$ cat src/rtl/posbit_pkg.sv
package posbit_pkg;
  localparam int BYTE_W = 8;
  localparam int LANES  = 8;
  localparam int WORD_W = BYTE_W * LANES;
  localparam int LIDX_W = $clog2(LANES);
  localparam int PCNT_W = $clog2(BYTE_W + 1);

  typedef enum logic [1:0] {
    ST_IDLE = 2'd0,
    ST_LOAD = 2'd1,
    ST_FOLD = 2'd2
  } tally_state_e;

  function automatic logic [PCNT_W-1:0] ones_in_byte(input logic [BYTE_W-1:0] b);
    logic [PCNT_W-1:0] n;
    n = '0;
    for (int k = 0; k < BYTE_W; k++) n = n + PCNT_W'(b[k]);
    return n;
  endfunction
endpackage

$ cat src/rtl/posbit_rst_sync.sv
module posbit_rst_sync (
  input  logic clk,
  input  logic rst_n,
  output logic rst_n_sync_o
);
  logic [1:0] sync_q;

  always_ff @(posedge clk or negedge rst_n) begin
    if (!rst_n) sync_q <= 2'b00;
    else        sync_q <= {sync_q[0], 1'b1};
  end

  assign rst_n_sync_o = sync_q[1];
endmodule

$ cat src/rtl/posbit_ctrl.sv
module posbit_ctrl
  import posbit_pkg::*;
#(
  parameter int LEN_W = 16
) (
  input  logic              clk,
  input  logic              rst_n,
  input  logic              start_i,
  input  logic [LEN_W-1:0]  elem_count_i,
  input  logic              in_valid_i,
  output logic              in_ready_o,
  output logic              load_o,
  output logic [LIDX_W-1:0] lane_o,
  output logic              clr_stage_o,
  output logic              clr_cnt_o,
  output logic              fold_o,
  output logic              busy_o,
  output logic              done_o
);
  tally_state_e      st_q, st_d;
  logic [LEN_W-1:0]  rem_q, rem_d;
  logic [LIDX_W-1:0] lane_q, lane_d;
  logic              done_q, done_d;
  logic              take_job;
  logic              last_lane;

  assign take_job  = (st_q == ST_IDLE) && start_i;
  assign last_lane = (lane_q == LIDX_W'(LANES - 1));

  // next-state logic
  always_comb begin
    st_d   = st_q;
    rem_d  = rem_q;
    lane_d = lane_q;
    done_d = 1'b0;
    unique case (st_q)
      ST_IDLE: begin
        if (start_i) begin
          rem_d  = elem_count_i;
          lane_d = '0;
          if (elem_count_i == '0) done_d = 1'b1;
          else                    st_d   = ST_LOAD;
        end
      end
      ST_LOAD: begin
        if (in_valid_i) begin
          rem_d  = rem_q - LEN_W'(1);
          lane_d = lane_q + LIDX_W'(1);
          if (last_lane || (rem_q == LEN_W'(1))) st_d = ST_FOLD;
        end
      end
      ST_FOLD: begin
        lane_d = '0;
        if (rem_q == '0) begin
          st_d   = ST_IDLE;
          done_d = 1'b1;
        end else begin
          st_d = ST_LOAD;
        end
      end
      default: st_d = ST_IDLE;
    endcase
  end

  // registers
  always_ff @(posedge clk or negedge rst_n) begin
    if (!rst_n) begin
      st_q   <= ST_IDLE;
      rem_q  <= '0;
      lane_q <= '0;
      done_q <= 1'b0;
    end else begin
      st_q   <= st_d;
      done_q <= done_d;
      if (take_job || load_o || fold_o) begin
        rem_q  <= rem_d;
        lane_q <= lane_d;
      end
    end
  end

  assign in_ready_o  = (st_q == ST_LOAD);
  assign load_o      = in_ready_o && in_valid_i;
  assign lane_o      = lane_q;
  assign fold_o      = (st_q == ST_FOLD);
  assign clr_cnt_o   = take_job;
  assign clr_stage_o = take_job || fold_o;
  assign busy_o      = (st_q != ST_IDLE);
  assign done_o      = done_q;
endmodule

$ cat src/rtl/posbit_stage.sv
module posbit_stage
  import posbit_pkg::*;
(
  input  logic              clk,
  input  logic              rst_n,
  input  logic              clr_i,
  input  logic              load_i,
  input  logic [LIDX_W-1:0] lane_i,
  input  logic [BYTE_W-1:0] data_i,
  output logic [WORD_W-1:0] word_o
);
  logic [WORD_W-1:0] word_q, word_d;

  always_comb begin
    word_d = word_q;
    if (clr_i)       word_d = '0;
    else if (load_i) word_d[lane_i*BYTE_W +: BYTE_W] = data_i;
  end

  always_ff @(posedge clk or negedge rst_n) begin
    if (!rst_n)               word_q <= '0;
    else if (clr_i || load_i) word_q <= word_d;
  end

  assign word_o = word_q;
endmodule

$ cat src/rtl/posbit_transpose.sv
module posbit_transpose
  import posbit_pkg::*;
(
  input  logic [WORD_W-1:0] word_i,
  output logic [WORD_W-1:0] flip_o
);
  // byte r of the result gathers bit r of every source byte; source byte c lands in bit c
  for (genvar r = 0; r < LANES; r++) begin : g_row
    for (genvar c = 0; c < BYTE_W; c++) begin : g_col
      assign flip_o[r*BYTE_W + c] = word_i[c*BYTE_W + r];
    end
  end
endmodule

$ cat src/rtl/posbit_lane_acc.sv
module posbit_lane_acc
  import posbit_pkg::*;
#(
  parameter int CNT_W = 32
) (
  input  logic              clk,
  input  logic              rst_n,
  input  logic              clr_i,
  input  logic              fold_i,
  input  logic [BYTE_W-1:0] col_i,
  output logic [CNT_W-1:0]  cnt_o
);
  logic [PCNT_W-1:0] ones;
  logic [CNT_W-1:0]  cnt_q, cnt_d;

  assign ones = ones_in_byte(col_i);

  always_comb begin
    cnt_d = cnt_q;
    if (clr_i)       cnt_d = '0;
    else if (fold_i) cnt_d = cnt_q + CNT_W'(ones);
  end

  always_ff @(posedge clk or negedge rst_n) begin
    if (!rst_n)               cnt_q <= '0;
    else if (clr_i || fold_i) cnt_q <= cnt_d;
  end

  assign cnt_o = cnt_q;
endmodule

$ cat src/rtl/posbit_tally.sv
module posbit_tally
  import posbit_pkg::*;
#(
  parameter int CNT_W = 32,
  parameter int LEN_W = 16
) (
  input  logic                   clk,
  input  logic                   rst_n,
  input  logic                   start_i,
  input  logic [LEN_W-1:0]       elem_count_i,
  input  logic                   in_valid_i,
  input  logic [BYTE_W-1:0]      in_data_i,
  output logic                   in_ready_o,
  output logic [LANES*CNT_W-1:0] tally_o,
  output logic                   done_o
);
  logic              rst_n_s;
  logic              load, clr_stage, clr_cnt, fold, busy;
  logic [LIDX_W-1:0] lane;
  logic [WORD_W-1:0] stage_word, flip_word;

  posbit_rst_sync u_rst (
    .clk          (clk),
    .rst_n        (rst_n),
    .rst_n_sync_o (rst_n_s)
  );

  posbit_ctrl #(.LEN_W(LEN_W)) u_ctrl (
    .clk          (clk),
    .rst_n        (rst_n_s),
    .start_i      (start_i),
    .elem_count_i (elem_count_i),
    .in_valid_i   (in_valid_i),
    .in_ready_o   (in_ready_o),
    .load_o       (load),
    .lane_o       (lane),
    .clr_stage_o  (clr_stage),
    .clr_cnt_o    (clr_cnt),
    .fold_o       (fold),
    .busy_o       (busy),
    .done_o       (done_o)
  );

  posbit_stage u_stage (
    .clk    (clk),
    .rst_n  (rst_n_s),
    .clr_i  (clr_stage),
    .load_i (load),
    .lane_i (lane),
    .data_i (in_data_i),
    .word_o (stage_word)
  );

  posbit_transpose u_flip (
    .word_i (stage_word),
    .flip_o (flip_word)
  );

  for (genvar j = 0; j < LANES; j++) begin : g_lane
    posbit_lane_acc #(.CNT_W(CNT_W)) u_acc (
      .clk    (clk),
      .rst_n  (rst_n_s),
      .clr_i  (clr_cnt),
      .fold_i (fold),
      .col_i  (flip_word[j*BYTE_W +: BYTE_W]),
      .cnt_o  (tally_o[j*CNT_W +: CNT_W])
    );
  end
endmodule

$ cat config.mk
export PLATFORM = sky130hd
export DESIGN_NAME = posbit_tally
export DESIGN_NICKNAME = d
export VERILOG_FILES = /design/src/rtl/posbit_pkg.sv /design/src/rtl/posbit_rst_sync.sv /design/src/rtl/posbit_ctrl.sv /design/src/rtl/posbit_stage.sv /design/src/rtl/posbit_transpose.sv /design/src/rtl/posbit_lane_acc.sv /design/src/rtl/posbit_tally.sv
export SDC_FILE = /design/constraint.sdc
export NUM_CORES = 1
export LEC_CHECK = 0
export ABC_AREA = 1
export BUFFER_PORTS_ARGS = -buffer_cell sky130_fd_sc_hd__buf_2
export CAP_MARGIN = 5
export CORE_MARGIN = 2
export CORE_UTILIZATION = 54
export DETAILED_ROUTE_END_ITERATION = 8
export GPL_TIMING_DRIVEN = 0
export HOLD_SLACK_MARGIN = 0.03
export PLACE_DENSITY = 0.78
export SLEW_MARGIN = 5
export SYNTH_ARGS = -nofsm -noshare
export SYNTH_HDL_FRONTEND = slang
export SYNTH_HIERARCHICAL = 1
export SYNTH_SLANG_ARGS = --single-unit
$ cat constraint.sdc
create_clock -name clk -period 10.3 [get_ports clk]
set_clock_uncertainty 0.1 [all_clocks]
set_input_delay 1.545 -clock clk [delete_from_list [all_inputs] [get_ports clk]]
set_output_delay 1.545 -clock clk [all_outputs]
set_load 0.02 [all_outputs]
Word level (Yosys, flattened, before mapping)
Cells that the tools add are included.
- add/subtract/negate cells: 67
- equality and inequality tests: 8
- shift operators: 2
- mux-type cells: 35
- reductions and logical operators: 19
- operators with widths (kind ; count):
    $mux 32 ; 16
    $add 32x4->32 ; 8
    $add 4x1->4 ; 48
    $mux 64 ; 2
    $bwmux 64 ; 1
    $shift 8x34->64 const A ; 1
    $shiftx 8x34->64 ; 1
    $neg 6->34 ; 1
    $logic_not 16->1 ; 2
    $mux 16 ; 2
    $pmux 16 s2 ; 1
    $add 1x1->2 ; 8
    $eq 16x1->1 const B ; 1
    $sub 16x1->16 const B ; 1
    $reduce_and 4->1 ; 3
    $pmux 3 s3 ; 1
    $mux 2 ; 4
    $ne 2x2->1 const B ; 4
    $mux 3 ; 2
    $pmux 2 s3 ; 1
    $reduce_bool 2->1 ; 3
    $logic_or 1x1->1 ; 5
    $mux 1 ; 4
    $reduce_and 2->1 ; 2
    8 further kinds ; 9
- bits in registers: 344
- word-level logic and storage cells: 145

Depth between registers and ports, before layout
Gate-level depths: netlist of run 1.
- depth in word-level cells: 10
- gate-level depth with buffers: 18
- mapped depth without buffers: 17

Hierarchy
The synthesis of run 1 kept the hierarchy.
- by module, submodules not included (module ; times used ; cells each ; area each (sq um) ; seq. area each (sq um)):
    posbit_lane_acc (g_lane[0].u_acc ...) ; 4 ; 333 ; 2267.2 ; 800.8
    posbit_lane_acc (g_lane[3].u_acc ...) ; 2 ; 334 ; 2255.9 ; 800.8
    posbit_stage ; 1 ; 360 ; 3121.7 ; 1601.5
    posbit_lane_acc (g_lane[5].u_acc) ; 1 ; 342 ; 2299.7 ; 800.8
    posbit_lane_acc (g_lane[4].u_acc) ; 1 ; 331 ; 2264.7 ; 800.8
    posbit_ctrl ; 1 ; 254 ; 1711.6 ; 550.5
    posbit_transpose ; 1 ; 64 ; 480.5 ; 0.0
    posbit_rst_sync ; 1 ; 3 ; 53.8 ; 50.0

Worst setup path before layout of run 1
OpenSTA, ideal clock, no wires.
- path kind: register -> register
- start: register u_stage.word_q[3], in the netlist u_stage/word_o[3]
- end: register g_lane[3].u_acc.cnt_q[10]
- library setup time: 117 ps
- data arrival time: 3325 ps
- data required time: 10083 ps
- path slack: 6757 ps
- cell stages (with the launch flop): 16
- buffers on the path: 1
- clock period less this slack: 3543 ps
- cell sequence: dfrtp_1 > buf_4 > fa_1 > inv_1 > fa_1 > fa_1 > fa_1 > inv_1 > fa_1 > inv_1 > o21ai_2 > nand2_2 > nor2_2 > nand2_1 > o21ai_1 > nor2_1
- word-level cells in the longest chain between the ends: 10
- RTL lines (element ; RTL line ; RTL):
    from (decl) ; posbit_stage.sv:12 ; logic [WORD_W-1:0] word_q, word_d;
    from (signal assigned) ; posbit_stage.sv:22 ; else if (clr_i || load_i) word_q <= word_d;
    $add 1x1->2 ; posbit_pkg.sv:17 ; for (int k = 0; k < BYTE_W; k++) n = n + PCNT_W'(b[k]);
    $add 4x1->4 (6 in a row) ; posbit_pkg.sv:17 ;
    $add 32x4->32 ; posbit_lane_acc.sv:21 ; else if (fold_i) cnt_d = cnt_q + CNT_W'(ones);
    $mux 32 ; posbit_lane_acc.sv:21 ;
    $mux 32 ; posbit_lane_acc.sv:20 ; if (clr_i) cnt_d = '0;
    to (signal assigned) ; posbit_lane_acc.sv:26 ; else if (clr_i || fold_i) cnt_q <= cnt_d;
    to (decl) ; posbit_lane_acc.sv:14 ; logic [CNT_W-1:0] cnt_q, cnt_d;
Every way passes these cells. The select of a mux whose other input is x is not followed.
A chain may end at the register's enable or synchronous reset.

Worst setup path in the final report of run 1
- start: register u_stage.word_q[3], in the netlist u_stage/word_o[3]
- end: register g_lane[3].u_acc.cnt_q[24]
Same word-level chain as after synthesis.

==> flow_summary_export.csv, run 1 <==
group,metric,value,unit
status,status,"finished clean",
floorplan,core-area,0.0430,mm²
routing,num_vias,22500,
power,ir_worst_vdd,0.000229,V
clocking,clockRootBuffer,"clkbuf_16",
routing,wl_per_cell,14.6,µm
logic_synthesis,synth_top_cell_by_area,"dfrtp_1",
global_route,grt_max_degree,58,
logic_synthesis,ys_seq_area_share,36.6,%
routing,via_per_inst,5.22,
global_route,gr-total-overflow,0,
hold_path,hp-class,"register to async pin",
power,power.density,160,mW/mm²
worst_setup_path,required,10690,ps
final_layout,fillers,3940,
final_layout,areaGrowthSynthToFinish,16.1,%
floorplan,ioPinCount,286,
run,maxCapViolations,0,
final_layout,final_core_util,63.5,%
timing,tightest_slew,873,ps
clocking,cts.path.max_buffers,3,
global_route,track_usage,27.9,%
logic_synthesis,postSynth.asyncResetShare,100,%
logic_synthesis,synth_seq_cells,344,
logic_synthesis,synth_area,0.0235,mm²
logic_synthesis,yosys_warnings,6,
logic_synthesis,syn-num-nets,3478,
floorplan,die-area,0.0452,mm²
logic_synthesis,synth-main-ff-cell,"dfrtp_1",
floorplan,dieWidth,213,µm
logic_synthesis,synth_enable_flop_cells,0,
global_route,grt_pass1_vias,20700,
timing,slew_violations,0,
power,p_leak,14.1,nW
routing,drc,0,
timing,max_slew_margin,41.2,%
worst_setup_path,path_max_fanout,3,
placement,gp_congestion,0.945,
worst_setup_path,critPathKind,"register to register",
floorplan,fp.dieH,213,µm
placement,place_hpwl,46900,µm
clocking,cts_max_level,2,
placement,placed_area,0.0259,mm²
final_layout,fin_nets,3815,
timing,setup_viol,0,
global_route,grt_pass1_wl,103000,µm
logic_synthesis,syn_inst,3354,
clocking,postCtsHoldBufs,0,
logic_synthesis,synth_area_leaders,"dfrtp_1, nand2_1, nor2_1",
clocking,clock_latency,550,ps
clocking,cts_tree,"done",
routing,wirelength,62900,µm
placement,io_buffer_count,285,
timing,hold_viol_final,0,
worst_setup_path,r2r_setup_slack,6350,ps
clocking,clock_sinks,344,
clocking,post_cts.repair.setup_buffers,0,
final_layout,drive_gt1_share,18.7,%
worst_setup_path,worst_setup_path_end_kind,"register",
clocking,post_cts_resize_count,0,
logic_synthesis,synth.top_cell.area_share,36.6,%
floorplan,start_util,54.7,%
global_route,grt_antenna_before_repair,6,
timing,fin_crit_sh,38.3,%
timing,finalHoldWorstSlack,214,ps
worst_setup_path,worst_ep_arrival_time,4340,ps
floorplan,core.rowCount,76,
timing,fmaxAchievable,0.253,GHz
routing,ant_nets,0,
timing,rsz0062_at_grt,"false",
worst_setup_path,start_kind,"register",
logic_synthesis,synth.distinct_cells,49,
final_layout,finalInstanceArea,0.0273,mm²
logic_synthesis,syn_area_per_cell,7.01,µm²
timing,setup_tns,0,ps
clocking,cts.clk_slew.worst_paths,60,ps
routing,firstDrtPassIters,7,
routing,drt-initial-drc-count,1796,
clocking,numCtsBuffers,42,
timing,layout_min_cycle_time,3950,ps
==> per-layer routing <==
metal / track usage (%) / up-vias / routed length, µm
li1: - / 11200 / -
met1: 38.4 / 10400 / 27700
met2: 45.1 / 751 / 29100
met3: 3.96 / 130 / 4310
met4: 9.62 / 2 / 1800
met5: 0 / - / 16
==> per-stage QoR <==
stage          power [mW]  setup slack (ps)  instances
6_report             4.37              6350       4310
5_1_grt              4.59              6080       4310
4_1_cts              4.39              6350       4306
3_5_place_dp         2.84              6380       4232
3_3_place_gp         2.81              2090       4224
2_1_floorplan        2.45              4580       3354
==> final cells by class <==
type	instances	area (µm²)	area share, %
Multi-Input combinational cell	2416	12300	45.1
Tap cell	585	732	2.68
Antenna cell	4	10.0	0.0367
Timing Repair Buffer	293	1620	5.92
Buffer	117	792	2.90
Clock buffer	57	1200	4.39
Sequential cell	344	8610	31.5
Inverter	477	1790	6.57
Clock inverter	17	223	0.816
==> registers in the layout, indices dropped and copies added, names as in the netlist <==
register / count
g_lane.u_acc/cnt_o: 256
u_ctrl/done_o: 1
u_ctrl/lane_o: 3
u_ctrl/rem_q: 16
u_ctrl/st_q: 2
u_rst/sync_q: 2
u_stage/word_o: 64
==> critical path, stage by stage (launching register included) <==
cell and delay, ps:
dfrtp_1 380, buf_4 140, fa_1 580, inv_1 70
fa_1 490, fa_1 430, fa_1 380, inv_1 130
fa_1 260, inv_1 70, o21ai_2 220, nand2_1 80
nor2_1 230, nand2_1 120, nand2_1 80, nand2_1 50
nor2_1 80
==> power breakdown <==
group          switching [mW]  internal, mW
Clock                   0.592         0.939
Sequential             0.0637          1.41
Combinational            1.01         0.364
Total                    1.66          2.71
==> cell usage after synthesis, types with 2 or more instances <==
cell,number
buf_1,4
and3_1,4
nand2_4,13
buf_6,4
a31oi_1,2
nand2_1,934
buf_2,29
fa_1,40
nand3b_1,13
clkinv_1,4
nor3_1,56
nor2_2,41
xnor2_1,16
nor2_4,20
buf_4,69
a21oi_1,93
o21ai_2,9
nor2_8,13
nand3_4,3
inv_1,432
dfrtp_1,344
nand2_2,54
inv_2,39
nand4_1,99
nand3_2,13
nor3b_2,4
and2_1,4
nor2_1,539
o21ai_4,4
nand3_1,232
nor3_2,6
o21ai_0,70
o21ai_1,56
o22ai_1,10
clkbuf_1,9
a21oi_2,4
ha_1,56
==> final timing paths <==
kind                                         from                        end  depth (start not counted)
min in group clk                  u_rst/sync_q[0]            u_rst/sync_q[1]                          0
worst max-delay path            u_stage/word_o[3]  g_lane[3].u_acc/cnt_o[24]                         16
worst max register to register  u_stage/word_o[3]  g_lane[3].u_acc/cnt_o[24]                         16
worst min-delay path              u_rst/sync_q[1]  g_lane[3].u_acc/cnt_o[10]                          0
max in group asynchronous         u_rst/sync_q[1]  g_lane[5].u_acc/cnt_o[26]                          3
worst min register to register    u_rst/sync_q[1]  g_lane[3].u_acc/cnt_o[10]                          0
==> cell usage in the layout (no fill, tap or decap), types with 6 or more instances in the layout <==
cell	n
nand4_1	99
nor2_8	13
fa_1	40
a21oi_1	93
nand3b_1	13
nand2_2	54
inv_1	431
nor3_2	6
ha_1	56
inv_2	40
o21ai_2	9
clkbuf_1	16
o22ai_1	10
nor3_1	56
nor2_2	41
o21ai_1	56
xnor2_1	16
nand3_1	232
clkbuf_8	7
clkinv_2	9
buf_4	69
dfrtp_1	343
nor2_4	21
nor2_1	538
nand3_2	13
nand2_4	13
clkbuf_16	43
nand2_1	934
o21ai_0	70
buf_2	314
==> logic make-up after synthesis <==
logic type	after synthesis	synth area share, %
and+or+nand+nor	2052	39.5
buffers and inverters	594	11.0
DFF	344	36.6
AOI/OAI and AO/OA	251	5.86
adders and majority gates	96	6.39
xor gates and xnor gates	16	0.596
other	1	0.0159
Power figures use the tool's default switching activity.
==> inputs of run 2 (changes only) <==
Settings changed: ABC_AREA 1 to 0, CORE_UTILIZATION 54 to 59, PLACE_DENSITY 0.78 to 0.82.
Clock period 10.3 ns to 4.1 ns, I/O delays scaled along.
==> flow_summary_export.csv, run 2 <==
group,metric,value,unit
floorplan,fp.dieH,190,µm
routing,ant_nets,0,
worst_setup_path,cp_common_cell,"fa_1",
logic_synthesis,synth-main-ff-cell,"dfrtp_1",
logic_synthesis,syn_inst,2074,
logic_synthesis,syn_area_per_cell,9.88,µm²
power,p_leak,11.8,nW
floorplan,core.rowCount,68,
timing,slew_violations,0,
logic_synthesis,yosys_warnings,6,
clocking,numCtsBuffers,41,
final_layout,final_cells,2902,
clocking,clockRootBuffer,"clkbuf_16",
logic_synthesis,synth_top_family_by_area,"simple AND/OR/NAND/NOR gates",
floorplan,dieWidth,190,µm
final_layout,fin_nets,2538,
timing,setup_viol,0,
logic_synthesis,syn-num-nets,2198,
routing,firstDrtPassIters,5,
timing,tightest_slew,1180,ps
global_route,busiest_layer,"met2",
logic_synthesis,synth_compound_area_share,13.8,%
floorplan,core-area,0.0344,mm²
routing,drt-initial-drc-count,1200,
worst_setup_path,worst_setup_path_end_kind,"register",
logic_synthesis,synth.most_common_cell,"dfrtp_1",
final_layout,layout_common_cells,"dfrtp_1, buf_2, nor2_1",
worst_setup_path,path_max_fanout,5,
logic_synthesis,yosys-top-cells-count,"dfrtp_1, nor2_1, inv_1",
logic_synthesis,synth.top_cell.area_share,42.0,%
logic_synthesis,synth.area.mux_share,2.22,%
global_route,grt_max_degree,66,
timing,max_slew_margin,21.5,%
worst_setup_path,required,4410,ps
global_route,grt_pass1_wl,86100,µm
clocking,cts.clk_slew.worst_paths,60,ps
power,finalPower,12.2,mW
final_layout,drive_gt1_share,24.9,%
final_layout,layout_commonest_cell,"dfrtp_1",
logic_synthesis,synth_area,0.0205,mm²
final_layout,multi_input_area,0.0107,mm²
hold_path,hp-class,"input pin to register",
logic_synthesis,synth_area_leaders,"dfrtp_1, xor2_1, nor2_1",
timing,fmaxAchievable,0.248,GHz
clocking,cts_tree,"done",
worst_setup_path,critPathTopFamily,"adder cells",
worst_setup_path,start_kind,"register",
power,ir_worst_vdd,0.000373,V
routing,num_vias,17800,
logic_synthesis,synth-simple-area-share,21.0,%
global_route,grt_antenna_before_repair,3,
worst_setup_path,slowest_delay,580,ps
clocking,clock_latency,540,ps
placement,gp_congestion,0.879,
floorplan,die-area,0.0362,mm²
placement,place_inst,2812,
worst_setup_path,crit_chain,"fa_1, inv_2, fa_1, fa_1, fa_2, inv_2, fa_2, a211oi_4, nor4_4, buf_4, buf_6, nand4_1, xor2_1, nor2_1",
placement,place_hpwl,36300,µm
status,status,"finished clean",
global_route,gr-usage-met2,46.3,%
logic_synthesis,synth.distinct_cells,92,
global_route,grt.met3_usage,4.20,%
clocking,cts_max_level,2,
run,maxCapViolations,0,
power,power.density,500,mW/mm²
worst_setup_path,worst_ep_arrival_time,4330,ps
timing,layout_min_cycle_time,4030,ps
timing,fin_crit_sh,98.2,%
final_layout,seq_area,0.00861,mm²
clocking,clock_sinks,344,
routing,wirelength,53500,µm
floorplan,ioPinCount,286,
routing,wl_per_cell,18.4,µm
logic_synthesis,synth_adder_area_share,7.33,%
global_route,gr-total-overflow,0,
logic_synthesis,synth_enable_flop_cells,0,
global_route,grt_pass1_vias,17000,
global_route,track_usage,28.8,%
logic_synthesis,synth_seq_cells,344,
logic_synthesis,synth-xor-area-share,6.16,%
timing,hold_viol_final,0,
final_layout,largest_reg_flops,256,
logic_synthesis,ys_seq_area_share,42.0,%
floorplan,start_util,59.6,%
worst_setup_path,critPathKind,"register to register",
worst_setup_path,path_buf_inv,4,
final_layout,fillers,2570,
routing,drc,0,
logic_synthesis,synth_top_cell_by_area,"dfrtp_1",
worst_setup_path,slowest_stage,"fa_1",
logic_synthesis,postSynth.asyncResetShare,100,%
global_route,grt_use_met1,40.1,%
routing,via_per_inst,6.13,
clocking,cts.path.max_buffers,3,
placement,io_buffer_count,277,
timing,rsz0062_at_grt,"true",
final_layout,areaGrowthSynthToFinish,19.2,%
[run 2: cell types whose count changed after synthesis, sizes merged, moves of 38 or more]
| cell | previous run | this run |
|---|---|---|
| nand3 | 248 | 85 |
| inv | 472 | 115 |
| xor2 | 0 | 102 |
| clkbuf | 9 | 61 |
| or4 | 0 | 41 |
| nand2 | 1001 | 86 |
| nor4 | 0 | 38 |
| o21ai | 139 | 62 |
| nor2 | 613 | 234 |
| a22o | 0 | 49 |
[run 2: cell families after synthesis]
kind of cell | count (synthesis)
AOI/OAI and AO/OA | 395
xor gates and xnor gates | 144
adders and majority gates | 96
buffers and inverters | 287
DFF | 344
muxes | 43
other | 1
and+or+nand+nor | 764
[run 2: where the power goes]
part | switching [mW] | total, mW | internal (mW)
logic | 2.48 | 4.27 | 1.79
registers | 0.399 | 4.24 | 3.84
clock network | 1.46 | 3.69 | 2.24
total | 4.34 | 12.2 | 7.87
[run 2: path summary, 6_finish.rpt]
path,start,to,slack [ps],cells after the start
worst max-delay path,u_stage/word_o[30],g_lane[6].u_acc/cnt_o[28],70,14
min in group asynchronous,rst_n,u_rst/sync_q[1],310,2
worst min register to register,u_rst/sync_q[0],u_rst/sync_q[1],260,0
worst max register to register,u_stage/word_o[30],g_lane[6].u_acc/cnt_o[28],70,14
worst min-delay path,elem_count_i[0],u_ctrl/rem_q[0],250,3
max in group asynchronous,u_rst/sync_q[1],g_lane[2].u_acc/cnt_o[5],2050,3
[run 2: worst min-delay path: cells and delay by family]
family / cells / cell delay (ps)
buf+inv: 1 / 110
compound gates: 1 / 60
simple gates: 1 / 50
[run 2: area by class of cell]
type,instances,area share (%)
Antenna cell,2,0.0205
Clock buffer,58,4.76
Inverter,115,1.77
Timing Repair Buffer,303,6.94
Buffer,166,4.43
Multi-Input combinational cell,1443,43.7
Sequential cell,344,35.3
Clock inverter,16,0.809
Tap cell,455,2.33
[run 2: per-layer routing]
metal / up-vias / wire (µm) / share of wire (%)
met5: - / 13 / 0.024
met4: 2 / 1670 / 3.1
met3: 138 / 3720 / 7.0
met2: 725 / 25800 / 48
met1: 8823 / 22300 / 42
li1: 8112 / - / -
[run 2: through the flow]
step	utilization, %	setup slack (ps)	TNS [ps]	hold slack (ps)	cell area [µm²]
5_1_grt	71.1	-74.1	-535	268	24400
2_1_floorplan	-	0.874	0	219	20500
6_report	71.1	72.5	0	253	24400
3_3_place_gp	65.3	-764	-256180	239	22400
3_5_place_dp	65.8	-620	-8800	246	22600
4_1_cts	70.2	2.61	0	232	24100
[run 2: what timing repair did]
action / in CTS / in global routing
setup buffers: 3 / 14
setup endpoints to repair: 52 / 73
gates resized for setup: 33 / 54
endpoints found under the hold margin: 2 / 0
cloned: 0 / 2
pin swaps: 4 / 23
hold buffers: 1 / 0
==> inputs of run 3 (changes only) <==
Settings changed: CORE_UTILIZATION 59 to 30, PLACE_DENSITY 0.82 to not set, RECOVER_POWER set to 50.
==> flow_summary_export.csv, run 3 (synthesized netlist as in run 2, its figures left out) <==
group,metric,value,unit
status,status,"complete, but fails checks",
status,violations,"max-capacitance violations, max-slew violations",
worst_setup_path,crit_chain,"buf_4, fa_1, inv_1, fa_1, fa_1, fa_2, inv_1, fa_2, a211oi_2, nor3_2, buf_6, nand4_1, xor2_1, nor2_1",
worst_setup_path,required,4440,ps
final_layout,final_core_util,37.0,%
timing,fmaxAchievable,0.250,GHz
final_layout,areaGrowthSynthToFinish,21.6,%
worst_setup_path,cp_common_cell,"fa_1",
timing,layout_min_cycle_time,4000,ps
final_layout,fillers,6752,
timing,max_slew_margin,-11.5,%
placement,gp_congestion,0.857,
floorplan,core-area,0.0674,mm²
routing,via_per_inst,5.21,
clocking,clock_sinks,344,
timing,hold_viol_final,0,
timing,tightest_slew,1670,ps
power,power.density,504,mW/mm²
worst_setup_path,worst_ep_arrival_time,4340,ps
power,finalPower,12.6,mW
final_layout,drive_gt1_share,17.0,%
worst_setup_path,regToRegEndpoint,"g_lane[5].u_acc/cnt_o[30]",
worst_setup_path,slowest_delay,540,ps
floorplan,start_util,30.4,%
global_route,grt_antenna_before_repair,6,
global_route,grt_max_degree,60,
hold_path,holdPathStages,3,
final_layout,layout_commonest_cell,"dfrtp_1",
hold_path,hold_path.startpoint,"elem_count_i[0]",
power,p_leak,11.1,nW
routing,wirelength,60100,µm
worst_setup_path,path_max_fanout,10,
hold_path,hp-class,"input pin to register",
clocking,cts_tree,"done",
clocking,clockRootBuffer,"clkbuf_16",
routing,drc,0,
worst_setup_path,critPathKind,"register to register",
final_layout,largest_reg_flops,256,
clocking,numCtsBuffers,43,
global_route,grt_pass1_wl,95900,µm
routing,num_vias,17400,
floorplan,fp.dieH,265,µm
routing,firstDrtPassIters,5,
hold_path,hold_path_end,"u_ctrl/rem_q[0]",
worst_setup_path,timing.rr.start,"u_stage/word_o[5]",
timing,rsz0062_at_grt,"true",
routing,wl_per_cell,18.0,µm
floorplan,ioPinCount,286,
worst_setup_path,start_kind,"register",
global_route,track_usage,16.7,%
routing,drt-initial-drc-count,1042,
placement,place_inst,3232,
floorplan,dieWidth,265,µm
power,ir_worst_vdd,0.000296,V
floorplan,die-area,0.0704,mm²
worst_setup_path,r2r_setup_slack,100,ps
global_route,gr-total-overflow,0,
timing,setup_viol,0,
worst_setup_path,slowest_stage,"fa_1",
floorplan,core.rowCount,95,
run,maxCapViolations,1,
worst_setup_path,worst_setup_path_end_kind,"register",
timing,slew_violations,38,
placement,place_hpwl,42700,µm
clocking,clock_latency,580,ps
final_layout,fin_nets,2551,
routing,ant_nets,0,
final_layout,final_cells,3332,
placement,io_buffer_count,277,
clocking,cts_max_level,2,
global_route,grt_pass1_vias,17300,
clocking,cts.clk_slew.worst_paths,50,ps
worst_setup_path,rr_worst_depth,14,
clocking,cts.path.max_buffers,3,
timing,fin_crit_sh,97.6,%
final_layout,layout_common_cells,"dfrtp_1, clkbuf_1, nor2_1",
-- run 3: final cells by class --
type                    count  area (µm²)  share of cell area [%]
multi-input cells        1443       10700                    42.9
flip-flops and latches    344        8610                    34.6
repair buffers            313        1500                    6.02
clock buffers              60        1300                    5.23
plain buffers             167        1090                    4.38
well taps                 873        1090                    4.38
inverters                 115         432                    1.73
clock inverters            16         198                   0.794
diodes                      1        2.50                  0.0100
-- run 3: repair_timing --
action,CTS,global route
setup buffers,8,17
gates resized for setup,44,38
hold buffers,1,0
endpoints found under the setup margin,63,75
hold endpoints to repair,2,0
pin swaps,11,23
cloned,0,1
-- run 3: worst max path at each step --
| stage | start | end | slack, ps | cells after the start |
|---|---|---|---|---|
| after floorplan | u_stage/word_o[4] | g_lane[4].u_acc/cnt_o[24] | 0.9 | 13 |
| after global placement | u_rst/sync_q[1] | g_lane[2].u_acc/cnt_o[17] | -960 | 0 |
| after detailed placement | u_stage/word_o[4] | g_lane[4].u_acc/cnt_o[30] | -620 | 13 |
| after CTS | u_stage/word_o[4] | g_lane[4].u_acc/cnt_o[24] | 0.7 | 13 |
| after global routing | u_stage/word_o[27] | g_lane[3].u_acc/cnt_o[18] | -60 | 13 |
| final | u_stage/word_o[5] | g_lane[5].u_acc/cnt_o[30] | 100 | 14 |
-- run 3: per-layer routing --
metal	vias up	GRT usage [%]	wire length [µm]
li1	8112	-	-
met1	8761	21.8	26300
met2	378	27.3	28800
met3	110	3.38	3040
met4	8	5.99	1950
met5	-	0	46
-- run 3: stage by stage --
stage	worst slack [ps]	setup TNS, ps	area [µm²]	hold slack, ps
6_report	100	0	24900	225
3_5_place_dp	-620	-12580	23200	241
2_1_floorplan	0.874	0	20500	219
3_3_place_gp	-957	-346830	23000	239
4_1_cts	0.730	0	24900	183
5_1_grt	-58.5	-85.8	24900	220
-- run 3: where the power goes --
part           internal [mW]  switching (mW)  leakage [nW]
Sequential              3.84           0.379          4.72
Clock                   2.46            1.58         0.733
Combinational           1.76            2.52          5.62
-- run 3: worst max-delay path: cells and delay by family, from the launching register on --
family                   cells  cell delay [ps]
AND/OR/NAND/NOR              3              510
XOR/XNOR                     1              190
buffers and inverters        4              500
flip-flops                   1              380
adder cells (fa/ha/maj)      5             2100
AO/OA/AOI/OAI                1               90
